[src/rtl/ppa_pkg.sv]
package ppa_pkg;
    localparam int unsigned ADDR_W    = 2;
    localparam int unsigned CTL_W     = 8;
    localparam int unsigned CTL_KEEP  = 4;
    localparam int unsigned NUM_PORTS = 2;
    localparam int unsigned B_IE      = 0;
    localparam int unsigned B_SEL     = 2;
    localparam int unsigned B_LINE    = 3;
    localparam int unsigned B_FLAG    = 7;

    typedef enum logic [ADDR_W-1:0] {
        OFF_A_DATA = 2'd0,
        OFF_B_DATA = 2'd1,
        OFF_A_CTL  = 2'd2,
        OFF_B_CTL  = 2'd3
    } reg_off_e;

    typedef enum logic {
        FLG_QUIET  = 1'b0,
        FLG_RAISED = 1'b1
    } flag_state_e;
endpackage

[src/rtl/ppa_edge.sv]
module ppa_edge (
    input  logic clk,
    input  logic rst_n,
    input  logic lvl,
    output logic rise
);
    logic lvl_q;

    always_ff @(posedge clk) begin
        if (!rst_n) lvl_q <= 1'b0;
        else        lvl_q <= lvl;
    end

    assign rise = lvl & ~lvl_q;
endmodule

[src/rtl/ppa_port.sv]
module ppa_port
    import ppa_pkg::*;
#(
    parameter int unsigned DATA_W = 8
) (
    input  logic                clk,
    input  logic                rst_n,
    input  logic                wr_view,
    input  logic                wr_ctl,
    input  logic                rd_view,
    input  logic [DATA_W-1:0]   wdata,
    input  logic [CTL_KEEP-1:0] ctl_wdata,
    input  logic [DATA_W-1:0]   pin_in,
    input  logic                ev,
    output logic [DATA_W-1:0]   pin_out,
    output logic [DATA_W-1:0]   pin_oe,
    output logic [DATA_W-1:0]   view_rd,
    output logic [CTL_W-1:0]    ctl_rd,
    output logic                line,
    output logic                irq_req
);
    logic [DATA_W-1:0]   data_q;
    logic [DATA_W-1:0]   dir_q;
    logic [CTL_KEEP-1:0] ctl_q;
    logic [DATA_W-1:0]   pin_view;
    logic                rise;
    logic                clr;
    logic                flag;
    flag_state_e         state_q, state_d;

    ppa_edge u_edge (
        .clk  (clk),
        .rst_n(rst_n),
        .lvl  (ev),
        .rise (rise)
    );

    // register file
    always_ff @(posedge clk) begin
        if (!rst_n) begin
            data_q <= '0;
            dir_q  <= '0;
            ctl_q  <= '0;
        end else begin
            if (wr_view) begin
                if (ctl_q[B_SEL]) data_q <= wdata;
                else              dir_q  <= wdata;
            end
            if (wr_ctl) ctl_q <= ctl_wdata;
        end
    end

    assign clr = rd_view & ctl_q[B_SEL];

    // flag state register
    always_ff @(posedge clk) begin
        if (!rst_n) state_q <= FLG_QUIET;
        else        state_q <= state_d;
    end

    // flag next state
    always_comb begin
        state_d = state_q;
        unique case (state_q)
            FLG_QUIET:  if (rise)          state_d = FLG_RAISED;
            FLG_RAISED: if (clr && !rise)  state_d = FLG_QUIET;
            default:                       state_d = FLG_QUIET;
        endcase
    end

    // outputs
    always_comb begin
        flag            = (state_q == FLG_RAISED);
        pin_view        = (data_q & dir_q) | (pin_in & ~dir_q);
        view_rd         = ctl_q[B_SEL] ? pin_view : dir_q;
        ctl_rd          = '0;
        ctl_rd[CTL_KEEP-1:0] = ctl_q;
        ctl_rd[4]       = 1'b1;
        ctl_rd[5]       = 1'b1;
        ctl_rd[6]       = 1'b0;
        ctl_rd[B_FLAG]  = flag;
        pin_out         = data_q;
        pin_oe          = dir_q;
        line            = ctl_q[B_LINE];
        irq_req         = flag & ctl_q[B_IE];
    end
endmodule

[src/rtl/periph_port_adapter.sv]
module periph_port_adapter
    import ppa_pkg::*;
#(
    parameter int unsigned DATA_W = 8
) (
    input  logic              clk,
    input  logic              rst_n,
    input  logic              bus_sel,
    input  logic              bus_wr,
    input  logic [ADDR_W-1:0] bus_addr,
    input  logic [DATA_W-1:0] bus_wdata,
    output logic [DATA_W-1:0] bus_rdata,
    input  logic [DATA_W-1:0] pa_in,
    output logic [DATA_W-1:0] pa_out,
    output logic [DATA_W-1:0] pa_oe,
    input  logic [DATA_W-1:0] pb_in,
    output logic [DATA_W-1:0] pb_out,
    output logic [DATA_W-1:0] pb_oe,
    input  logic              ev_a,
    input  logic              ev_b,
    output logic              motor_n,
    output logic              cmd_id,
    output logic              irq
);
    localparam int unsigned NP = NUM_PORTS;

    logic [NP-1:0][DATA_W-1:0] pin_in_v, pin_out_v, pin_oe_v, view_v;
    logic [NP-1:0][CTL_W-1:0]  ctl_v;
    logic [NP-1:0]             ev_v, line_v, irq_v;
    logic [DATA_W-1:0]         rd_mux;
    logic                      rd_acc, wr_acc;

    assign pin_in_v = {pb_in, pa_in};
    assign ev_v     = {ev_b, ev_a};
    assign rd_acc   = bus_sel & ~bus_wr;
    assign wr_acc   = bus_sel &  bus_wr;

    for (genvar p = 0; p < NP; p++) begin : g_port
        ppa_port #(.DATA_W(DATA_W)) u_port (
            .clk      (clk),
            .rst_n    (rst_n),
            .wr_view  (wr_acc && bus_addr == ADDR_W'(p)),
            .wr_ctl   (wr_acc && bus_addr == ADDR_W'(p + NP)),
            .rd_view  (rd_acc && bus_addr == ADDR_W'(p)),
            .wdata    (bus_wdata),
            .ctl_wdata(bus_wdata[CTL_KEEP-1:0]),
            .pin_in   (pin_in_v[p]),
            .ev       (ev_v[p]),
            .pin_out  (pin_out_v[p]),
            .pin_oe   (pin_oe_v[p]),
            .view_rd  (view_v[p]),
            .ctl_rd   (ctl_v[p]),
            .line     (line_v[p]),
            .irq_req  (irq_v[p])
        );
    end

    always_comb begin
        rd_mux = '0;
        unique case (reg_off_e'(bus_addr))
            OFF_A_DATA: rd_mux = view_v[0];
            OFF_B_DATA: rd_mux = view_v[1];
            OFF_A_CTL:  rd_mux[CTL_W-1:0] = ctl_v[0];
            OFF_B_CTL:  rd_mux[CTL_W-1:0] = ctl_v[1];
            default:    rd_mux = '0;
        endcase
    end

    always_ff @(posedge clk) begin
        if (!rst_n)      bus_rdata <= '0;
        else if (rd_acc) bus_rdata <= rd_mux;
    end

    assign pa_out  = pin_out_v[0];
    assign pa_oe   = pin_oe_v[0];
    assign pb_out  = pin_out_v[1];
    assign pb_oe   = pin_oe_v[1];
    assign motor_n = line_v[0];
    assign cmd_id  = line_v[1];
    assign irq     = |irq_v;
endmodule

[config.mk]
export PLATFORM = sky130hd
export DESIGN_NAME = periph_port_adapter
export DESIGN_NICKNAME = d
export VERILOG_FILES = /design/src/rtl/ppa_pkg.sv /design/src/rtl/ppa_edge.sv /design/src/rtl/ppa_port.sv /design/src/rtl/periph_port_adapter.sv
export SDC_FILE = /design/constraint.sdc
export NUM_CORES = 1
export LEC_CHECK = 0
export BUFFER_PORTS_ARGS = -buffer_cell sky130_fd_sc_hd__clkbuf_2
export CORE_MARGIN = 5
export CORE_UTILIZATION = 55
export CTS_BUF_LIST = sky130_fd_sc_hd__clkbuf_8
export CTS_CLUSTER_SIZE = 12
export DETAILED_ROUTE_END_ITERATION = 6
export PLACE_DENSITY = 0.85
export SYNTH_ARGS = -nofsm -noshare
export SYNTH_HDL_FRONTEND = slang
export SYNTH_SLANG_ARGS = --single-unit
[constraint.sdc]
create_clock -name clk -period 2.2 [get_ports clk]
set_input_delay 0.11 -clock clk [delete_from_list [all_inputs] [get_ports clk]]
set_output_delay 0.11 -clock clk [all_outputs]
set_load 0.01 [all_outputs]
==> results.txt, run 1 <==
RSZ-0062 raised after global routing -> no
clock sinks -> 52
Reg-to-Reg End -> g_port[0].u_port.pin_out[0]$_SDFFE_PN0P_
Vias/cell -> 5.51
Max transition margin -> 47.4%
status -> complete, no violations
gr usage total -> 21.0%
# rows -> 24
WP data required -> 2.40 ns
vias in the first global route -> 1,948
layout cells sized above 1 -> 30.4%
die width -> 76.6 um
H-Tree Level Count -> 2
non-filler instance count after layout -> 371
post-CTS resize count -> 0
launch point of the worst path -> g_port[0].u_port.ctl_q[2]$_SDFFE_PN0P_
clock share of power -> 32.7%
Final Util -> 67.4%
final WL -> 5970 um
max-cap violations -> 0
worst hold slack -> 0.0129 ns
commonest non-fill, non-tap cell in the layout -> clkbuf_2
Worst R2R Start -> g_port[0].u_port.ctl_q[2]$_SDFFE_PN0P_
critical path data arrival time -> 1.84 ns
register bit total from synthesis -> 52
fin. max-slew vios -> 0
Initial DRT Pass Iterations -> 4
DP Wirelength -> 4390 um
worst-margin pin slew -> 0.784 ns
Synth cell types -> 31
Initial DRC Count -> 189
CP startpoint kind -> flip-flop
I/O Buffers -> 74
period utilisation layout -> 74.2%
clk root buf -> clkbuf_8
Worst Hold Class -> in -> reg
Worst Path Max Fanout -> 14
first-pass GRT wire length -> 9980 um
syn avg cell area -> 9.82 sq um
Core Area -> 4320 sq um
worst reg2reg setup slack -> 0.57 ns
WS Path Type -> reg -> reg
antenna cells -> 0
min cycle time layout -> 1.63 ns
Clock Path Buffers -> 2
dpl cell area -> 2820 sq um
pin count of the biggest net entering global routing -> 33
worst reg2reg path depth -> 4
worst-case vdd ir drop -> 468 uV
Hold-fix buffers, CTS -> 0
commonest cells after routing, fill and taps aside -> 74 x clkbuf_2, 52 x dfxtp_1, 47 x nor2b_1
routed len/inst -> 16.1 um
Finished Cell Area -> 2910 sq um
Starting Density -> 56.3%
setup TNS -> 0 ns
Die ar. -> 5860 sq um
clk slew on worst S/H paths -> 0.09 ns
worst skew pair latency -> 0.31 ns
I/O pin count -> 75
Remaining DRCs -> 0
Post-Syn Instances -> 248
TritonCTS clock tree -> done
via count -> 2,043
dpl cells -> 363
Final Hold Fails -> 0
Int Pwr -> 1.30 mW
Sequential Power Share -> 56.7%
Syn Std Cell Area -> 2440 sq um
CP Capture Type -> flip-flop
final setup margin -> 0.569 ns
CP endpoint -> g_port[0].u_port.pin_out[0]$_SDFFE_PN0P_
setup bufs post-CTS -> 0
Num CTS Buffers -> 5
Final #Nets -> 350
Comb power frac -> 10.6%
register area share after synthesis -> 42.7%
syn_nets -> 280
Worst Skew -> 0.00399 ns
total gr overflow -> 0
switching power -> 432 uW
Layout area overhead -> 19.6%
P per Cell Area -> 594 nW/um^2
final setup violation count -> 0
Pwr Total -> 1.73 mW
Detail Route Antenna Nets -> 0
Sw Share -> 24.9%
initial antenna violation count -> 0
gpl congestion -> 0.824
P_leak -> 1.30 nW
Synth Warn # -> 0
Place WS -> 0.591 ns
Die H -> 76.6 um
fmax -> 0.613 GHz
worst max-delay path: stages (launching register included):
cell and delay (ns):
dfxtp_1 0.52, buf_4 0.27, nand4_2 0.37, mux2i_1 0.29
nor2b_1 0.07
area by class of cell:
cell class,count,area [sq um]
Fill cell,367,1410
Multi-Input combinational cell,172,1280
Sequential cell,52,1040
Timing Repair Buffer,78,400
Clock buffer,6,82.6
Tap cell,52,65.1
Inverter,9,33.8
Clock inverter,2,10.0
synth_stat cells:
master     n  area share (%)
a21oi_1   12             2.5
nand2b_4   1            0.56
nor3_4     1            0.67
nand3b_1   6             1.8
buf_2      4            0.82
inv_2      1            0.15
mux2_2     4             1.8
nand2_1    2            0.31
mux2i_1   42              17
a22oi_1    5             1.5
o21ai_0   17             3.5
nand2_2    1            0.26
nor2_1     1            0.15
buf_4      1            0.31
a31oi_1   14             3.6
a41o_1     1            0.41
nand4_2    1            0.51
a21o_1     6             1.8
dfxtp_1   52              43
nor4_4     1            0.87
nor2_4     1            0.46
inv_1      8             1.2
clkbuf_1   8             1.2
buf_6      2            0.92
a22o_1     1            0.36
and3b_1    1            0.36
nand3_1    2            0.41
or3_1      2            0.51
nand4_1    1            0.26
and2_1     2            0.51
nor2b_1   47              12
flip-flops by register name, summed over array words and instances, names as in the netlist:
name,count
g_port.u_port.pin_out,16
bus_rdata,8
g_port.u_port.pin_oe,16
g_port.u_port.ctl_q,8
g_port.u_port.u_edge.lvl_q,2
g_port.u_port.flag,2
how the worst min path moves through the flow:
stage / cells after the start / to / slack (ns) / startpoint
floorplan: 1 / g_port[0].u_port.u_edge.lvl_q$_SDFF_PN0_ / 0.23 / ev_a
global placement: 2 / g_port[0].u_port.u_edge.lvl_q$_SDFF_PN0_ / 0.33 / ev_a
detailed placement: 2 / g_port[0].u_port.u_edge.lvl_q$_SDFF_PN0_ / 0.33 / ev_a
CTS: 2 / g_port[1].u_port.u_edge.lvl_q$_SDFF_PN0_ / 0.01 / ev_b
global route: 2 / g_port[1].u_port.u_edge.lvl_q$_SDFF_PN0_ / 0.01 / ev_b
finish: 2 / g_port[0].u_port.u_edge.lvl_q$_SDFF_PN0_ / 0.01 / ev_a
routing by layer:
layer / vias to the layer above / wire length, um / track usage (%)
li1: 1012 / - / -
met1: 961 / 2770 / 29.1
met2: 65 / 2730 / 31.9
met3: 5 / 404 / 6.15
met4: 0 / 65 / 5.24
met5: - / 0 / 0
power groups by stage:
stage               sequential [mW]  combinational [mW]  clock, mW
finish                        0.981               0.184      0.565
global route                  0.985               0.201      0.620
CTS                           0.981               0.183      0.575
detailed placement             1.00               0.183          0
global placement               1.00               0.181          0
floorplan                      1.01               0.100          0
cell families after synthesis:
kind of cell / count (synthesis) / share of synthesized area [%]
DFF: 52 / 42.7
and+or+nand+nor: 70 / 19.8
AOI/OAI and AO/OA: 56 / 13.7
muxes: 46 / 19.1
buffers and inverters: 24 / 4.67
No activity file was read; power rests on OpenSTA's default activity.
==> run 2, diff against run 1 <==
CORE_UTILIZATION = 48   (was 55)
PLACE_DENSITY = 0.79   (was 0.85)
clock period = 1.43 ns   (was 2.2 ns; I/O delays follow)
==> run 2 against run 1 <==
Setup slack got worse by 0.44 ns. Register-to-register slack got worse by 0.44 ns. Power rose by 55%. Critical path type unchanged. Largest power group unchanged. Highest routed layer unchanged.
==> results.txt, run 2 (same netlist as run 1, synthesis figures left out) <==
layout cells sized above 1 -> 33.0%
gpl congestion -> 0.828
Initial DRC Count -> 113
Die H -> 81.2 um
DP Wirelength -> 4700 um
gr usage total -> 19.6%
critical path data arrival time -> 1.49 ns
status -> complete, no violations
final setup violation count -> 0
dpl cells -> 393
crit-path cells -> nor4_4, buf_4, mux2i_1, nor2b_1
antenna cells -> 0
Remaining DRCs -> 0
period utilisation layout -> 90.8%
Num CTS Buffers -> 5
clock sinks -> 52
via count -> 2,072
fin. max-slew vios -> 0
worst-case vdd ir drop -> 458 uV
clk slew on worst S/H paths -> 0.10 ns
vias in the first global route -> 1,998
routed len/inst -> 15.3 um
initial antenna violation count -> 0
total gr overflow -> 0
Vias/cell -> 5.14
CP startpoint kind -> flip-flop
max-cap violations -> 0
first-pass GRT wire length -> 9880 um
pin count of the biggest net entering global routing -> 33
TritonCTS clock tree -> done
worst-margin pin slew -> 0.357 ns
Initial DRT Pass Iterations -> 4
Final #Nets -> 364
commonest non-fill, non-tap cell in the layout -> clkbuf_2
WP data required -> 1.62 ns
H-Tree Level Count -> 2
I/O pin count -> 75
Max transition margin -> 76.2%
Layout area overhead -> 26.9%
P_leak -> 1.38 nW
min cycle time layout -> 1.30 ns
Worst Path Max Fanout -> 7
I/O Buffers -> 74
CP Capture Type -> flip-flop
Die ar. -> 6600 sq um
final WL -> 6190 um
non-filler instance count after layout -> 403
RSZ-0062 raised after global routing -> no
Detail Route Antenna Nets -> 0
CP max-delay cell -> dfxtp_2
# rows -> 26
die width -> 81.2 um
Worst Hold Class -> in -> reg
P per Cell Area -> 865 nW/um^2
Clock Path Buffers -> 2
Core Area -> 5010 sq um
Worst Skew -> 0.0148 ns
clk root buf -> clkbuf_8
Final Hold Fails -> 0
worst skew pair latency -> 0.31 ns
Starting Density -> 48.6%
fmax -> 0.770 GHz
Max stage delay on crit path -> 0.37 ns
commonest cells after routing, fill and taps aside -> 74 x clkbuf_2, 51 x dfxtp_1, 47 x nor2b_1
setup TNS -> 0 ns
WS Path Type -> reg -> reg
-- run 2: cell count changes in the layout (fill, tap and decap cells not counted), sizes merged --
cell,delta
buf,+12
clkinvlp,+1
clkinv,-2
dlygate4sd3,+2
inv,+1
-- run 2: worst max-delay path, delay by kind of cell (launching register included) --
family	cells	cell delay, ns
buffers and inverters	1	0.24
DFF	1	0.37
muxes	1	0.21
and+or+nand+nor	2	0.36
-- run 2: per-layer routing --
metal  vias up  routed length [um]  GRT usage, %  part of all wire [%]
met2        61                2970          31.7                    48
met3        12                 280          3.44                   4.5
li1       1044                   -             -                     -
met4         0                 131          8.45                   2.1
met1       955                2800          25.7                    45
met5         -                   0             0                     0
-- run 2: where the power goes --
group | internal (mW) | switching [mW]
clock network | 0.387 | 0.461
logic | 0.153 | 0.163
registers | 1.48 | 0.0262
-- run 2: worst paths after layout --
path | from | end | slack (ns) | cells past startpoint
worst max register to register | g_port[0].u_port.ctl_q[2]$_SDFFE_PN0P_ | g_port[0].u_port.pin_oe[5]$_SDFFE_PN0P_ | 0.13 | 4
worst max-delay path | g_port[0].u_port.ctl_q[2]$_SDFFE_PN0P_ | g_port[0].u_port.pin_oe[5]$_SDFFE_PN0P_ | 0.13 | 4
worst min register to register | g_port[1].u_port.ctl_q[1]$_SDFFE_PN0P_ | g_port[1].u_port.ctl_q[1]$_SDFFE_PN0P_ | 0.53 | 2
worst min-delay path | bus_wdata[6] | g_port[1].u_port.pin_out[6]$_SDFFE_PN0P_ | 0.08 | 3
-- run 2: area by class of cell --
cell class / count / area [sq um]
Timing Repair Buffer: 92 / 548
Fill cell: 454 / 1920
Sequential cell: 52 / 1040
Multi-Input combinational cell: 172 / 1290
Clock buffer: 6 / 82.6
Tap cell: 70 / 87.6
Inverter: 9 / 33.8
Clock inverter: 2 / 11.3
-- run 2: timing repair --
item,in CTS,in global routing
setup endpoints to repair,0,8
hold buffers,2,0
hold endpoints to repair,2,0
setup buffers,0,0
gates resized for setup,0,2
-- run 2: metrics by stage --
| step | instance area, sq um | power [mW] | utilization (%) | setup slack (ns) | hold slack (ns) |
|---|---|---|---|---|---|
| floorplan | 2440 | 1.70 | - | 0.0758 | 0.193 |
| global placement | 2970 | 1.85 | 59.3 | 0.126 | 0.286 |
| detailed placement | 2970 | 1.85 | 59.3 | 0.0651 | 0.294 |
| CTS | 3090 | 2.69 | 61.6 | 0.0511 | 0.0869 |
| global route | 3090 | 2.78 | 61.7 | 0.0584 | 0.110 |
| finish | 3090 | 2.67 | 61.7 | 0.132 | 0.0847 |
